**config.mk**
```make
export PLATFORM = sky130hd
export DESIGN_NAME = spi_master_chan
export DESIGN_NICKNAME = d
export VERILOG_FILES = /design/src/rtl/spi_master_chan.sv
export SDC_FILE = /design/constraint.sdc
export NUM_CORES = 1
export LEC_CHECK = 0
export ABC_AREA = 1
export BUFFER_PORTS_ARGS = -buffer_cell sky130_fd_sc_hd__buf_2
export CORE_MARGIN = 2
export CORE_UTILIZATION = 55
export CTS_BUF_LIST = sky130_fd_sc_hd__clkbuf_8
export CTS_CLUSTER_DIAMETER = 30
export CTS_CLUSTER_SIZE = 16
export DETAILED_ROUTE_END_ITERATION = 10
export PLACE_DENSITY = 0.73
export SLEW_MARGIN = 5
export SYNTH_ARGS = -nofsm -noshare
export SYNTH_HDL_FRONTEND = slang
export SYNTH_SLANG_ARGS = --single-unit
```
**constraint.sdc**
```tcl
create_clock -name clk -period 4.08 [get_ports clk]
set_input_delay 0.612 -clock clk [delete_from_list [all_inputs] [get_ports clk]]
set_output_delay 0.612 -clock clk [all_outputs]
set_load 0.01 [all_outputs]
```
**src/rtl/spi_master_chan.sv**
```systemverilog
module spi_master_chan #(
  parameter int DW  = 32,
  parameter int AW  = 3,
  parameter int HCW = 16
) (
  input  logic          clk,
  input  logic          rst_n,
  input  logic          reg_wr,
  input  logic          reg_rd,
  input  logic [AW-1:0] reg_addr,
  input  logic [DW-1:0] reg_wdata,
  output logic [DW-1:0] reg_rdata,
  output logic          sclk,
  output logic          mosi,
  input  logic          miso,
  output logic          cs_pin,
  output logic          dma_tx_req,
  output logic          dma_rx_req
);
  localparam int LW  = $clog2(DW) + 1;
  localparam int EW  = LW + 1;
  localparam int CFW = 21;
  localparam logic [AW-1:0] A_CONF = 0, A_STAT = 1, A_CTRL = 2, A_TXD = 3, A_RXD = 4;

  logic [CFW-1:0] conf;
  logic [DW-1:0]  txbuf, rxbuf, hold, sh_tx, sh_rx;
  logic           en, tx_full, rxs, eot, hold_v, armed, busy, tog, mosi_r;
  logic [HCW-1:0] hcnt;
  logic [EW-1:0]  ecnt;

  wire       pha    = conf[0];
  wire       pol    = conf[1];
  wire [3:0] div    = conf[5:2];
  wire       cs_hi  = conf[6];
  wire [4:0] lenf   = conf[11:7];
  wire       rxonly = conf[12];
  wire       txonly = conf[13];
  wire       dmaw   = conf[14];
  wire       dmar   = conf[15];
  wire       turbo  = conf[19];
  wire       force_cs = conf[20];

  wire [LW-1:0]  wl   = (lenf < 5'd3) ? LW'(4) : LW'(lenf) + LW'(1);
  wire [HCW-1:0] hmax = (HCW'(1) << div) - HCW'(1);
  wire [DW-1:0]  tx_al = txbuf << (LW'(DW) - wl);

  wire edge_now = busy && (hcnt == hmax);
  wire lead     = ~ecnt[0];
  wire samp     = edge_now && (lead ^ pha);
  wire drv      = edge_now && !(lead ^ pha);
  wire done     = edge_now && (ecnt == {wl, 1'b0} - EW'(1));
  wire [DW-1:0] rx_next = samp ? {sh_rx[DW-2:0], miso} : sh_rx;

  wire wr_tx   = reg_wr && reg_addr == A_TXD;
  wire wr_conf = reg_wr && reg_addr == A_CONF;
  wire wr_ctrl = reg_wr && reg_addr == A_CTRL;
  wire rd_rx   = reg_rd && reg_addr == A_RXD;
  wire en_rise = wr_ctrl && reg_wdata[0] && !en;
  wire occ_next = hold_v || (rxs && !rd_rx);

  wire start = en && force_cs && !busy && !hold_v &&
               (rxonly ? (armed && (turbo || !rxs)) : tx_full);

  always_ff @(posedge clk or negedge rst_n) begin
    if (!rst_n) begin
      conf <= '0; txbuf <= '0; rxbuf <= '0; hold <= '0;
      sh_tx <= '0; sh_rx <= '0; hcnt <= '0; ecnt <= '0;
      en <= 1'b0; tx_full <= 1'b0; rxs <= 1'b0; eot <= 1'b0;
      hold_v <= 1'b0; armed <= 1'b0; busy <= 1'b0; tog <= 1'b0; mosi_r <= 1'b0;
    end else begin
      if (start) begin
        busy <= 1'b1; hcnt <= '0; ecnt <= '0; tog <= 1'b0;
        sh_rx <= '0; tx_full <= 1'b0;
        if (!pha) begin
          mosi_r <= tx_al[DW-1];
          sh_tx  <= tx_al << 1;
        end else begin
          sh_tx <= tx_al;
        end
      end
      if (busy) begin
        if (edge_now) begin
          hcnt <= '0; tog <= ~tog; ecnt <= ecnt + EW'(1);
        end else begin
          hcnt <= hcnt + HCW'(1);
        end
        if (drv) begin
          mosi_r <= sh_tx[DW-1];
          sh_tx  <= sh_tx << 1;
        end
        if (samp) sh_rx <= rx_next;
      end
      if (rd_rx) begin
        if (hold_v) begin
          rxbuf <= hold; hold_v <= 1'b0;
        end else begin
          rxs <= 1'b0;
        end
      end
      if (done) begin
        busy <= 1'b0;
        eot  <= !tx_full;
        if (!txonly) begin
          if (rxonly && turbo && occ_next) begin
            hold <= rx_next; hold_v <= 1'b1;
          end else begin
            rxbuf <= rx_next; rxs <= 1'b1;
          end
        end
      end
      if (wr_tx) begin
        txbuf <= reg_wdata; tx_full <= 1'b1; eot <= 1'b0;
        if (rxonly && en) armed <= 1'b1;
      end
      if (wr_conf) conf <= reg_wdata[CFW-1:0];
      if (wr_ctrl) begin
        en <= reg_wdata[0];
        if (!reg_wdata[0]) armed <= 1'b0;
        if (en_rise) begin
          rxs <= 1'b0; hold_v <= 1'b0;
        end
      end
    end
  end

  always_comb begin
    case (reg_addr)
      A_CONF:  reg_rdata = DW'(conf);
      A_STAT:  reg_rdata = DW'({eot, !tx_full, rxs});
      A_CTRL:  reg_rdata = DW'(en);
      A_RXD:   reg_rdata = rxbuf;
      default: reg_rdata = '0;
    endcase
  end

  assign sclk       = pol ^ tog;
  assign mosi       = mosi_r;
  assign cs_pin     = cs_hi ? force_cs : !force_cs;
  assign dma_tx_req = dmaw && !tx_full;
  assign dma_rx_req = dmar && rxs;

  a_r6_start_needs_force: assert property (@(posedge clk) disable iff (!rst_n)
    $rose(busy) |-> $past(en && force_cs));
  a_r7_rxs_from_done: assert property (@(posedge clk) disable iff (!rst_n)
    $rose(rxs) |-> $past(done));
  a_r7_eot_from_done: assert property (@(posedge clk) disable iff (!rst_n)
    $rose(eot) |-> $past(done));
  a_r7_txwrite_fills: assert property (@(posedge clk) disable iff (!rst_n)
    wr_tx |=> !reg_rdata[1] || reg_addr != A_STAT || tx_full);
  a_r7_rd_clears: assert property (@(posedge clk) disable iff (!rst_n)
    (rd_rx && !hold_v && !done) |=> !rxs);
  a_r10_hold_implies_rxs: assert property (@(posedge clk) disable iff (!rst_n)
    hold_v |-> rxs);
endmodule

```
After elaboration in Yosys (flattened, before gate mapping) --
Index checks and enable logic that the tools add are counted.
Word-level totals: register bits 213, input port bits 40, output and inout port bits 37, logic and storage cells 127
Operators by class: add/subtract/negate cells 6, order comparisons 1, equal/unequal tests 6, shifts and indexed selects 2, mux-type cells 53, bitwise gates (word level) 5, reduce and logical (&&, ||, !) cells 37
Operators by type and width (count):
- 2-to-1 mux 32 bit | 13
- case mux 32 bit (4 select lines) | 1
- 2-to-1 mux 16 bit | 3
- 2-to-1 mux 1 bit | 32
- << shifter 32 x 6 -> 32 bit | 1
- logical AND 1 bit | 21
- 2-to-1 mux 7 bit | 3
- adder 16 x 1 -> 16 bit (second input constant) | 1
- equality test 16 bit | 1
- << shifter 1 x 4 -> 16 bit (first input constant) | 1
- subtractor 16 x 2 -> 16 bit (second input constant) | 1
- zero test 1 bit | 8
- nonzero test 2 bit | 4
- adder 7 x 1 -> 7 bit (second input constant) | 1
- equality test 7 bit | 1
- subtractor 7 x 1 -> 7 bit (second input constant) | 1
- adder 5 x 1 -> 6 bit (second input constant) | 1
- equality test 3 x 2 -> 1 bit (second input constant) | 2
- 2-to-1 mux 6 bit | 1
- subtractor 6 bit (first input constant) | 1
- < comparator 5 x 2 -> 1 bit (second input constant) | 1
- equality test 3 x 1 -> 1 bit (second input constant) | 1
- equality test 3 bit (second input constant) | 1
- zero test 3 bit | 1
- 4 further kinds | 8

Logic depth before layout (Yosys ltp) --
Gate-level depths: netlist of the first run.
depth in word-level cells 11, mapped depth 22, gate-level depth less buffers 18

Worst setup path before layout of the first run --
OpenSTA, ideal clock, no wires.
path kind register to register, start point reg conf[10], end point reg rxbuf[22], setup time 0.117 ns, arrival time 2.739 ns, required time 3.963 ns, slack 1.224 ns, cell stages (with the launch flop) 20, path buffers 5, period minus slack after synthesis 2.856 ns, path through dfrtp_1 -> nor2_1 -> nand2_1 -> nand2_1 -> buf_2 -> buf_2 -> ha_1 -> clkbuf_1 -> xor2_1 -> nand2_1 -> nor2_1 -> o21ai_0 -> nor2_1 -> nand3_1 -> nor2_2 -> nand4_2 -> buf_6 -> buf_2 -> nor2_1 -> nor2_1
Between the ends: longest elaborated chain between the ends 6, elaborated cells on any way between the ends 7, classes of those cells add/sub (2); order compare (1); eq/ne (1); mux (2); reduce/logical (1)
Ends and longest elaborated chain:
- from (decl) | line 25 | logic [CFW-1:0] conf;
- from (signal assigned) | line 115 | if (wr_conf) conf <= reg_wdata[CFW-1:0];
- adder 5 x 1 -> 6 bit or < comparator 5 x 2 -> 1 bit (tied branches) | line 43 | wire [LW-1:0] wl = (lenf < 5'd3) ? LW'(4) : LW'(lenf) + LW'(1);
- 2-to-1 mux 6 bit * | line 43
- subtractor 7 x 1 -> 7 bit * | line 51 | wire done = edge_now && (ecnt == {wl, 1'b0} - EW'(1));
- equality test 7 bit * | line 51
- logical AND 1 bit * | line 51
- 2-to-1 mux 32 bit * | line 100 | if (done) begin
- to (signal assigned) | line 66 | conf <= '0; txbuf <= '0; rxbuf <= '0; hold <= '0;
- to (signal assigned) | line 95 | rxbuf <= hold; hold_v <= 1'b0;
- to (signal assigned) | line 107 | rxbuf <= rx_next; rxs <= 1'b1;
- to (decl) | line 26 | logic [DW-1:0] txbuf, rxbuf, hold, sh_tx, sh_rx;
Every way passes the cells marked *; elsewhere a longest branch is shown, timed or not. A chain may end at the register's enable or synchronous reset.

Worst setup path in the final report of the first run --
start point reg conf[5], end point reg hold[15]
Between the ends: longest elaborated chain between the ends 6, elaborated cells on any way between the ends 8, classes of those cells add/sub (1); eq/ne (1); shift (1); mux (1); reduce/logical (4)
Ends and longest elaborated chain:
- << shifter 1 x 4 -> 16 bit * | line 44 | wire [HCW-1:0] hmax = (HCW'(1) << div) - HCW'(1);
- subtractor 16 x 2 -> 16 bit * | line 44
- equality test 16 bit * | line 47 | wire edge_now = busy && (hcnt == hmax);
- logical AND 1 bit * | line 47
- logical AND 1 bit, on equally long branches | line 51, 49
- AND reduction 3 bit (no source line) or 2-to-1 mux 32 bit (tied branches)
- to (signal assigned) | line 66
- to (signal assigned) | line 105 | hold <= rx_next; hold_v <= 1'b1;
- to (decl) | line 26
Marked as above.

==> results.toml, run 1 <==
[synthesis]
synth_top_family_by_area = "simple AND/OR/NAND/NOR gates"
synthTopCellsByArea = "dfrtp_1, nand2_1, nand3_1"
synth.largest_area_cell = "dfrtp_1"
synthFlopType = "dfrtp_1"
synth-compound-area-share_pct = 8.38
yosys-mux-area-fraction_pct = 1.36
netlist-cell-type-count = 42
yosys-top-cells-count = "nand2_1, nand3_1, dfrtp_1"
synth_top_area_share_pct = 41.0
syn_area_um2 = 13000
synth-async-reset-ratio_pct = 100
synth_most_common_cell = "nand2_1"
ys_seq_area_share_pct = 41.0
synth_warnings = 0
yosys.area_share.simple_pct = 39.3
synth_fa_ha_area_share_pct = 0.481
synth_xor_area_share_pct = 1.08
syn_area_per_cell_um2 = 6.76
synth_edf_count = 0
synth_nets = 1969
synth_seq_cells = 213
syn_inst = 1924

[floorplanning]
die_h_um = 158
die_w_um = 158
design.die.area_um2 = 24900
initial_core_util_pct = 55.8
fp-row-count = 56
coreArea_um2 = 23300
io_pins = 77

[power]
pwr_density_cell_nw_per_um2 = 583
p_leak_nw = 8.17
ir_worst_vdd_v = 0.000309

[detailed_routing]
num_vias = 12800
avgViaCountPerCell = 5.48
drc_errors = 0
wl_per_cell_um = 15.6
postRouteAntennaNets = 0
routed_wl_um = 36400
first_pass_iters = 6
drt_iter0_drc = 1182

[clocking]
clock_latency_ns = 0.60
ctsHoldBuffers = 0
clk_pin_slew_ns = 0.06
numCtsBuffers = 52
clock_tree.root_cell = "clkbuf_8"
h-tree-depth = 2
clockBufferDepth = 3
cts_repair_resize_count = 0
cts_tree = "built"
cts_setup_buffers = 0
clock-sinks = 213

[global_route]
grt_max_degree = 118
grt_usage_pct = 30.4
grt_overflow = 0
grt_pass1_vias = 12200
grt_pass1_wl_um = 60700
antenna_found_initial = 0

[critical_path]
timing.rr.start = "conf[5]"
cp_slowest_cell = "dfrtp_1"
cp.required_ns = 4.61
crit_fanout = 32
cpMostUsedCell = "nand2_1"
r2r_slack_ns = 0.53
cpLargestDelayFamily = "simple AND/OR/NAND/NOR gates"
crit_buf_inv = 2
cp-start-kind = "register"
timing.rr.end = "hold[15]"
end_kind = "register"
max_stage_delay_ns = 0.63
cp.arrival_ns = 4.07
reg2reg_depth = 14
crit_chain = "nor2_2, nand2_1, ha_1, inv_1, a21oi_1, nand3_1, nand3_1, and2_1, nand4_4, nor2_8, nand4_2, inv_2, nand2_1, nand2_1"
path_class = "register to register"

[sta]
hold_violations = 0
period_share_pct = 87.0
rsz0062_at_grt = "no"
drv_slew = 0
worst_slack_ns = 0.531
max_freq_ghz = 0.282
setup_tns_ns = 0
period_needed_ns = 3.55
whs_ns = 0.0933
slew-limit-headroom_pct = 36.9
setup_violations = 0
clock_skew_ns = 0.0452
worst_pin_slew_ns = 0.945

[flow_run]
maxCapViolCount = 0

[placed_design]
place_congestion = 0.956
dp_cells = 2241
port_buffers = 76
dp_hpwl_um = 25300
dpl_cell_area_um2 = 13500
place_ws_ns = 0.601

[finish]
fillers = 2244
finalInstanceArea_um2 = 14800
drive_gt1_share_pct = 12.6
diodes = 0
stdcell_count = 2339
fin_nets = 2021
layout-area-overhead-vs-synth_pct = 13.4

[hold_path]
hp-class = "input pin to async pin"

[outcome]
outcome = "completed"
[power by group]
| group | total [mW] | switching [mW] | leakage, nW | internal, mW |
|---|---|---|---|---|
| Clock | 2.88 | 1.13 | 0.639 | 1.75 |
| Combinational | 3.10 | 2.17 | 4.78 | 0.927 |
| Sequential | 2.62 | 0.237 | 2.74 | 2.38 |
[how the worst max path moves through the flow]
stage	startpoint	endpoint	slack, ns	cells after the start
2_1_floorplan	conf[10]	rxbuf[22]	1.22	19
3_3_place_gp	conf[5]	ecnt[4]	0.66	16
3_5_place_dp	conf[5]	ecnt[4]	0.60	16
4_1_cts	conf[5]	hold[29]	0.57	14
5_1_grt	conf[5]	mosi	0.07	15
6_report	conf[5]	hold[15]	0.53	14
[cells by family after synthesis]
logic type / Yosys count
AO/OA/AOI/OAI: 205
multiplexers: 17
buffers and inverters: 267
flip-flops: 213
XOR/XNOR: 16
AND/OR/NAND/NOR: 1201
adder cells (fa/ha/maj): 5
[registers in the layout, summed over array words and instances (netlist names)]
| signal | flops |
|---|---|
| hold_v | 1 |
| mosi | 1 |
| hold | 32 |
| armed | 1 |
| conf | 21 |
| en | 1 |
| sh_rx | 32 |
| tog | 1 |
| txbuf | 32 |
| rxbuf | 32 |
| rxs | 1 |
| eot | 1 |
| busy | 1 |
| sh_tx | 32 |
| ecnt | 7 |
| hcnt | 16 |
| tx_full | 1 |
[area by class of cell]
type | instances | area (µm²) | share of cell area (%)
multi-input combinational | 1444 | 6600 | 44.7
sequential | 213 | 5330 | 36.1
clock buffer | 62 | 853 | 5.78
inverter | 167 | 631 | 4.27
timing repair buffer | 98 | 581 | 3.93
tap | 319 | 399 | 2.71
clock inverter | 36 | 365 | 2.48
[per-stage QoR]
step | total power [mW] | util, %
2_1_floorplan | 4.89 | -
3_3_place_gp | 5.67 | 58.0
3_5_place_dp | 5.69 | 58.0
4_1_cts | 8.61 | 63.2
5_1_grt | 9.20 | 63.2
6_report | 8.59 | 63.2
[placed cells by master (no fill, tap or decap), types with 6 or more instances in the layout]
cell type,instances
nor2_1,182
clkbuf_8,62
nand4_1,49
dfrtp_1,213
xor2_1,13
clkinv_2,12
o22ai_1,16
inv_2,32
mux2i_1,12
inv_1,135
nor2_4,6
nand2_1,673
o21ai_0,105
nor3_1,9
clkinv_4,8
buf_2,75
buf_4,20
a21oi_1,66
nand2_2,6
nand3_1,259
[layer usage]
metal	vias up	global-route usage, %	routed length, µm
met2	439	48.9	16600
met4	0	8.79	716
met3	57	4.85	2480
met1	5996	42.4	16600
li1	6336	-	-
met5	-	0	0
(Power assumes the default switching activity.)
==> run 2: changes to the inputs <==
--- a/config.mk
+++ b/config.mk
@@ -7,13 +7,15 @@
 export LEC_CHECK = 0
 export ABC_AREA = 1
 export BUFFER_PORTS_ARGS = -buffer_cell sky130_fd_sc_hd__buf_2
+export CELL_PAD_IN_SITES_DETAIL_PLACEMENT = 0
+export CELL_PAD_IN_SITES_GLOBAL_PLACEMENT = 1
 export CORE_MARGIN = 2
-export CORE_UTILIZATION = 55
+export CORE_UTILIZATION = 46
 export CTS_BUF_LIST = sky130_fd_sc_hd__clkbuf_8
 export CTS_CLUSTER_DIAMETER = 30
 export CTS_CLUSTER_SIZE = 16
 export DETAILED_ROUTE_END_ITERATION = 10
-export PLACE_DENSITY = 0.73
+export PLACE_DENSITY = 0.83
 export SLEW_MARGIN = 5
 export SYNTH_ARGS = -nofsm -noshare
 export SYNTH_HDL_FRONTEND = slang
==> results.toml, run 2 (synthesis gave the netlist of run 1 again) <==
[global_route]
grt_pass1_wl_um = 64400
antenna_found_initial = 1
grt_usage_pct = 27.5
grt_max_degree = 99
grt_pass1_vias = 12300
grt_overflow = 0

[clocking]
clockBufferDepth = 3
cts_tree = "built"
cts_setup_buffers = 0
clock_tree.root_cell = "clkbuf_8"
clock-sinks = 213
h-tree-depth = 2
ctsHoldBuffers = 0
clock_latency_ns = 0.61
cts_repair_resize_count = 0
numCtsBuffers = 56
clk_pin_slew_ns = 0.05

[detailed_routing]
routed_wl_um = 39600
drt_iter0_drc = 1069
drc_errors = 0
postRouteAntennaNets = 0
num_vias = 12900
avgViaCountPerCell = 5.34
first_pass_iters = 5
wl_per_cell_um = 16.4

[finish]
regArea_um2 = 5330
drive_gt1_share_pct = 13.1
multi_input_comb_area_um2 = 6600
layout_common_cells = "nand2_1, nand3_1, dfrtp_1, nor2_1, inv_1"
fin_nets = 2031
layout-area-overhead-vs-synth_pct = 16.0
fillers = 2814
layout_commonest_cell = "nand2_1"

[critical_path]
end_kind = "register"
cp.required_ns = 4.58
r2r_slack_ns = 0.32
cp-start-kind = "register"
max_stage_delay_ns = 0.65
crit_chain = "nor2_2, nand2_1, ha_1, inv_1, a21oi_1, nand3_1, nand3_1, nand2_1, nor2_4, nand3_1, nor2_4, nand3_1, inv_1, nor2_1, nor2_1"
cp.arrival_ns = 4.26
timing.rr.end = "sh_tx[13]"
cpMostUsedCell = "nand3_1"
timing.rr.start = "conf[5]"
cp_slowest_cell = "dfrtp_1"
reg2reg_depth = 15
crit_fanout = 13
path_class = "register to register"

[floorplanning]
design.die.area_um2 = 29600
coreArea_um2 = 27800
initial_core_util_pct = 46.8
die_h_um = 172
fp-row-count = 61
die_w_um = 172
io_pins = 77

[power]
pwr-share-comb_pct = 34.3
p_leak_nw = 8.28
ir_worst_vdd_v = 0.000313
p_int_mw = 5.58
power_switching_mw = 3.67
p_sw_share_pct = 39.6
seq_power_share_pct = 28.4
pwr_density_cell_nw_per_um2 = 613
pwr-share-clk_pct = 37.4
finalPower_mw = 9.25

[sta]
setup_tns_ns = 0
period_share_pct = 92.1
slew-limit-headroom_pct = 30.7
max_freq_ghz = 0.266
drv_slew = 0
hold_violations = 5
clock_skew_ns = 0.0494
period_needed_ns = 3.76
worst_pin_slew_ns = 1.04
setup_violations = 0
rsz0062_at_grt = "no"
whs_ns = -0.0165
worst_slack_ns = 0.323

[outcome]
violations = "hold timing"
outcome = "finished with violations"

[placed_design]
place_congestion = 0.945
place_ws_ns = 0.406
port_buffers = 76
dp_hpwl_um = 27300

[hold_path]
hp-class = "input pin to async pin"

[flow_run]
maxCapViolCount = 0
-- run 2: area by class of cell --
class,instances,area share (%)
multi-input combinational,1444,43.7
sequential,213,35.3
clock buffer,63,5.75
inverter,167,4.18
timing repair buffer,104,4.15
clock inverter,39,3.75
tap,378,3.13
antenna,1,0.0166
-- run 2: worst max path at each step --
stage               startpoint   endpoint  slack (ns)  cells after the start
finish                 conf[5]  sh_tx[13]        0.32                     15
global route           conf[5]  sh_tx[14]        0.02                     15
CTS                    conf[5]  sh_tx[13]        0.37                     15
detailed placement     conf[5]  sh_tx[13]        0.41                     15
global placement       conf[5]  sh_tx[14]        0.50                     15
floorplan             conf[10]  rxbuf[22]        1.22                     19
-- run 2: power by group through the flow --
stage                     Sequential (mW)  Clock (mW)  Combinational [mW]
after floorplan                      2.56           0                2.33
after global placement               2.64           0                3.12
after detailed placement             2.64           0                3.12
after CTS                            2.62        3.52                3.14
after global routing                 2.65        3.64                3.57
final                                2.62        3.46                3.17
-- run 2: per-layer routing --
layer  wire, µm  global-route usage [%]
met1      18800                    39.6
met2      17500                    42.3
met3       2390                    4.42
met4        906                    8.70
met5          0                       0
-- run 2: through the flow --
stage | utilization (%) | cells | instance area, µm²
4_1_cts | 54.3 | 2408 | 15100
3_3_place_gp | 49.1 | 2306 | 13700
5_1_grt | 54.3 | 2409 | 15100
6_report | 54.3 | 2409 | 15100
3_5_place_dp | 49.1 | 2306 | 13700
2_1_floorplan | - | 1924 | 13000
-- run 2: critical path, delay by kind of cell, from the launching register on --
kind / cells / cell delay [ns]
simple gates: 11 / 1.91
buf+inv: 2 / 0.37
compound gates: 1 / 0.38
flops: 1 / 0.65
fa+ha+maj: 1 / 0.35
==> run 3: changes to the inputs <==
--- a/config.mk
+++ b/config.mk
@@ -5,12 +5,12 @@
 export SDC_FILE = /design/constraint.sdc
 export NUM_CORES = 1
 export LEC_CHECK = 0
-export ABC_AREA = 1
+export ABC_AREA = 0
 export BUFFER_PORTS_ARGS = -buffer_cell sky130_fd_sc_hd__buf_2
 export CELL_PAD_IN_SITES_DETAIL_PLACEMENT = 0
 export CELL_PAD_IN_SITES_GLOBAL_PLACEMENT = 1
 export CORE_MARGIN = 2
-export CORE_UTILIZATION = 46
+export CORE_UTILIZATION = 50
 export CTS_BUF_LIST = sky130_fd_sc_hd__clkbuf_8
 export CTS_CLUSTER_DIAMETER = 30
 export CTS_CLUSTER_SIZE = 16
==> results.toml, run 3 <==
[critical_path]
crit_fanout = 21
cp.required_ns = 4.51
timing.rr.start = "conf[2]"
path_class = "register to register"
cp-start-kind = "register"
max_stage_delay_ns = 0.53
crit_chain = "inv_1, or4_1, ha_2, nor4bb_2, o21bai_1, and3_1, nor4_2, nor3b_1, and4_1, or3b_2, buf_4, mux2i_1"
critPathLaunch = "conf[2]"
cp_slowest_cell = "or4_1"
end_kind = "register"
r2r_slack_ns = 0.32
cp.arrival_ns = 4.19

[synthesis]
synth_top_area_share_pct = 43.6
synth_warnings = 0
yosys-top-cells-count = "dfrtp_1, mux2i_1, nor2_1"
synthTopCellsByArea = "dfrtp_1, mux2i_1, mux2_2"
synth-async-reset-ratio_pct = 100
syn_area_um2 = 12200
synth_most_common_cell = "dfrtp_1"
synth.largest_area_cell = "dfrtp_1"
synth_edf_count = 0
synth_seq_cells = 213
ys_seq_area_share_pct = 43.6
syn_area_per_cell_um2 = 9.88
synthFlopType = "dfrtp_1"
synth_nets = 1283
syn_inst = 1238
netlist-cell-type-count = 70

[power]
pwr_density_cell_nw_per_um2 = 638
ir_worst_vdd_v = 0.000512
p_leak_nw = 7.45

[placed_design]
place_congestion = 0.905
dp_hpwl_um = 21500
dp_cells = 1598
port_buffers = 76

[clocking]
numCtsBuffers = 49
cts_tree = "built"
clock_latency_ns = 0.57
h-tree-depth = 2
clockBufferDepth = 3
clock-sinks = 213
ctsHoldBuffers = 0
clock_tree.root_cell = "clkbuf_8"
clk_pin_slew_ns = 0.06

[detailed_routing]
avgViaCountPerCell = 5.76
first_pass_iters = 4
drt_iter0_drc = 717
postRouteAntennaNets = 0
drc_errors = 0
num_vias = 9721
routed_wl_um = 31100
wl_per_cell_um = 18.4

[finish]
layout_commonest_cell = "dfrtp_1"
layout-area-overhead-vs-synth_pct = 17.4
stdcell_count = 1689
layout_common_cells = "dfrtp_1, mux2i_1, nor2_1, a21oi_1, nand2_1"
fin_nets = 1370
drive_gt1_share_pct = 23.1
fillers = 2085

[sta]
clock_skew_ns = 0.0521
rsz0062_at_grt = "no"
slew-limit-headroom_pct = 22.3
hold_violations = 0
drv_slew = 0
setup_violations = 0
worst_pin_slew_ns = 1.16
setup_tns_ns = 0
max_freq_ghz = 0.266
period_needed_ns = 3.76
period_share_pct = 92.1

[floorplanning]
die_h_um = 160
fp-row-count = 57
io_pins = 77
die_w_um = 160
design.die.area_um2 = 25700
initial_core_util_pct = 50.6
coreArea_um2 = 24200

[global_route]
grt_max_degree = 106
grt_pass1_wl_um = 51300
antenna_found_initial = 2
grt_overflow = 0
grt_usage_pct = 24.7
grt_pass1_vias = 9742

[hold_path]
hp-class = "input pin to async pin"

[outcome]
outcome = "completed"

[flow_run]
maxCapViolCount = 0
[run 3: layout make-up]
class	instances	area [µm²]	share of cell area [%]
diodes	2	5.00	0.0348
clock buffers	58	798	5.56
clock inverters	31	510	3.55
inverters	55	206	1.44
multi-input cells	884	6350	44.2
flip-flops and latches	213	5330	37.1
well taps	324	405	2.82
repair buffers	122	761	5.30
[run 3: cells by family (layout without fill, tap and decap cells)]
logic type	Yosys count	count (layout)	share of synthesized area [%]
compound gates	264	264	13.7
xor+xnor	30	30	2.27
flops	213	213	43.6
simple gates	365	365	14.1
fa+ha+maj	5	5	0.511
buf+inv	141	266	5.01
mux	220	220	20.9
other cells	0	2	0
[run 3: per-layer routing]
layer | GRT usage [%] | share of wire (%) | vias to the layer above
met5 | 0 | 0 | -
met4 | 8.93 | 3.2 | 0
met3 | 3.90 | 5.2 | 76
met2 | 40.4 | 48 | 254
met1 | 33.5 | 44 | 4770
li1 | - | - | 4621
[run 3: power breakdown]
group	internal, mW	switching [mW]	leakage [nW]
Combinational	1.40	1.86	4.15
Clock	2.14	1.06	0.662
Sequential	2.41	0.304	2.64
Total	5.95	3.22	7.45
[run 3: final timing paths]
kind / cells after the start / end
setup / recovery: 12 / hold[18]
max in group asynchronous: 2 / sh_tx[21]
setup reg to reg: 12 / hold[18]
hold reg to reg: 1 / mosi
hold / removal: 1 / sh_tx[11]
min in group clk: 2 / txbuf[21]
[run 3: critical path: cells and delay by family (launching register included)]
kind / cells / cell delay (ns)
AO/OA/AOI/OAI: 1 / 0.14
AND/OR/NAND/NOR: 7 / 2.27
flip-flops: 1 / 0.41
multiplexers: 1 / 0.17
adder cells (fa/ha/maj): 1 / 0.26
buffers and inverters: 2 / 0.37
[run 3: timing repair]
action,CTS,global route
setup endpoints to repair,0,107
gates resized for setup,0,5
buffers inserted,0,0
[run 3: per-stage QoR]
stage	cell area (µm²)	util [%]	total power, mW	hold slack (ns)	worst slack [ns]
2_1_floorplan	12200	-	5.04	0.316	0.208
3_3_place_gp	13000	53.9	5.92	0.459	0.267
3_5_place_dp	13000	53.9	5.95	0.464	0.125
4_1_cts	14300	59.3	9.19	0.148	0.105
5_1_grt	14400	59.4	9.69	0.153	0.0526
6_report	14400	59.4	9.17	0.0982	0.322
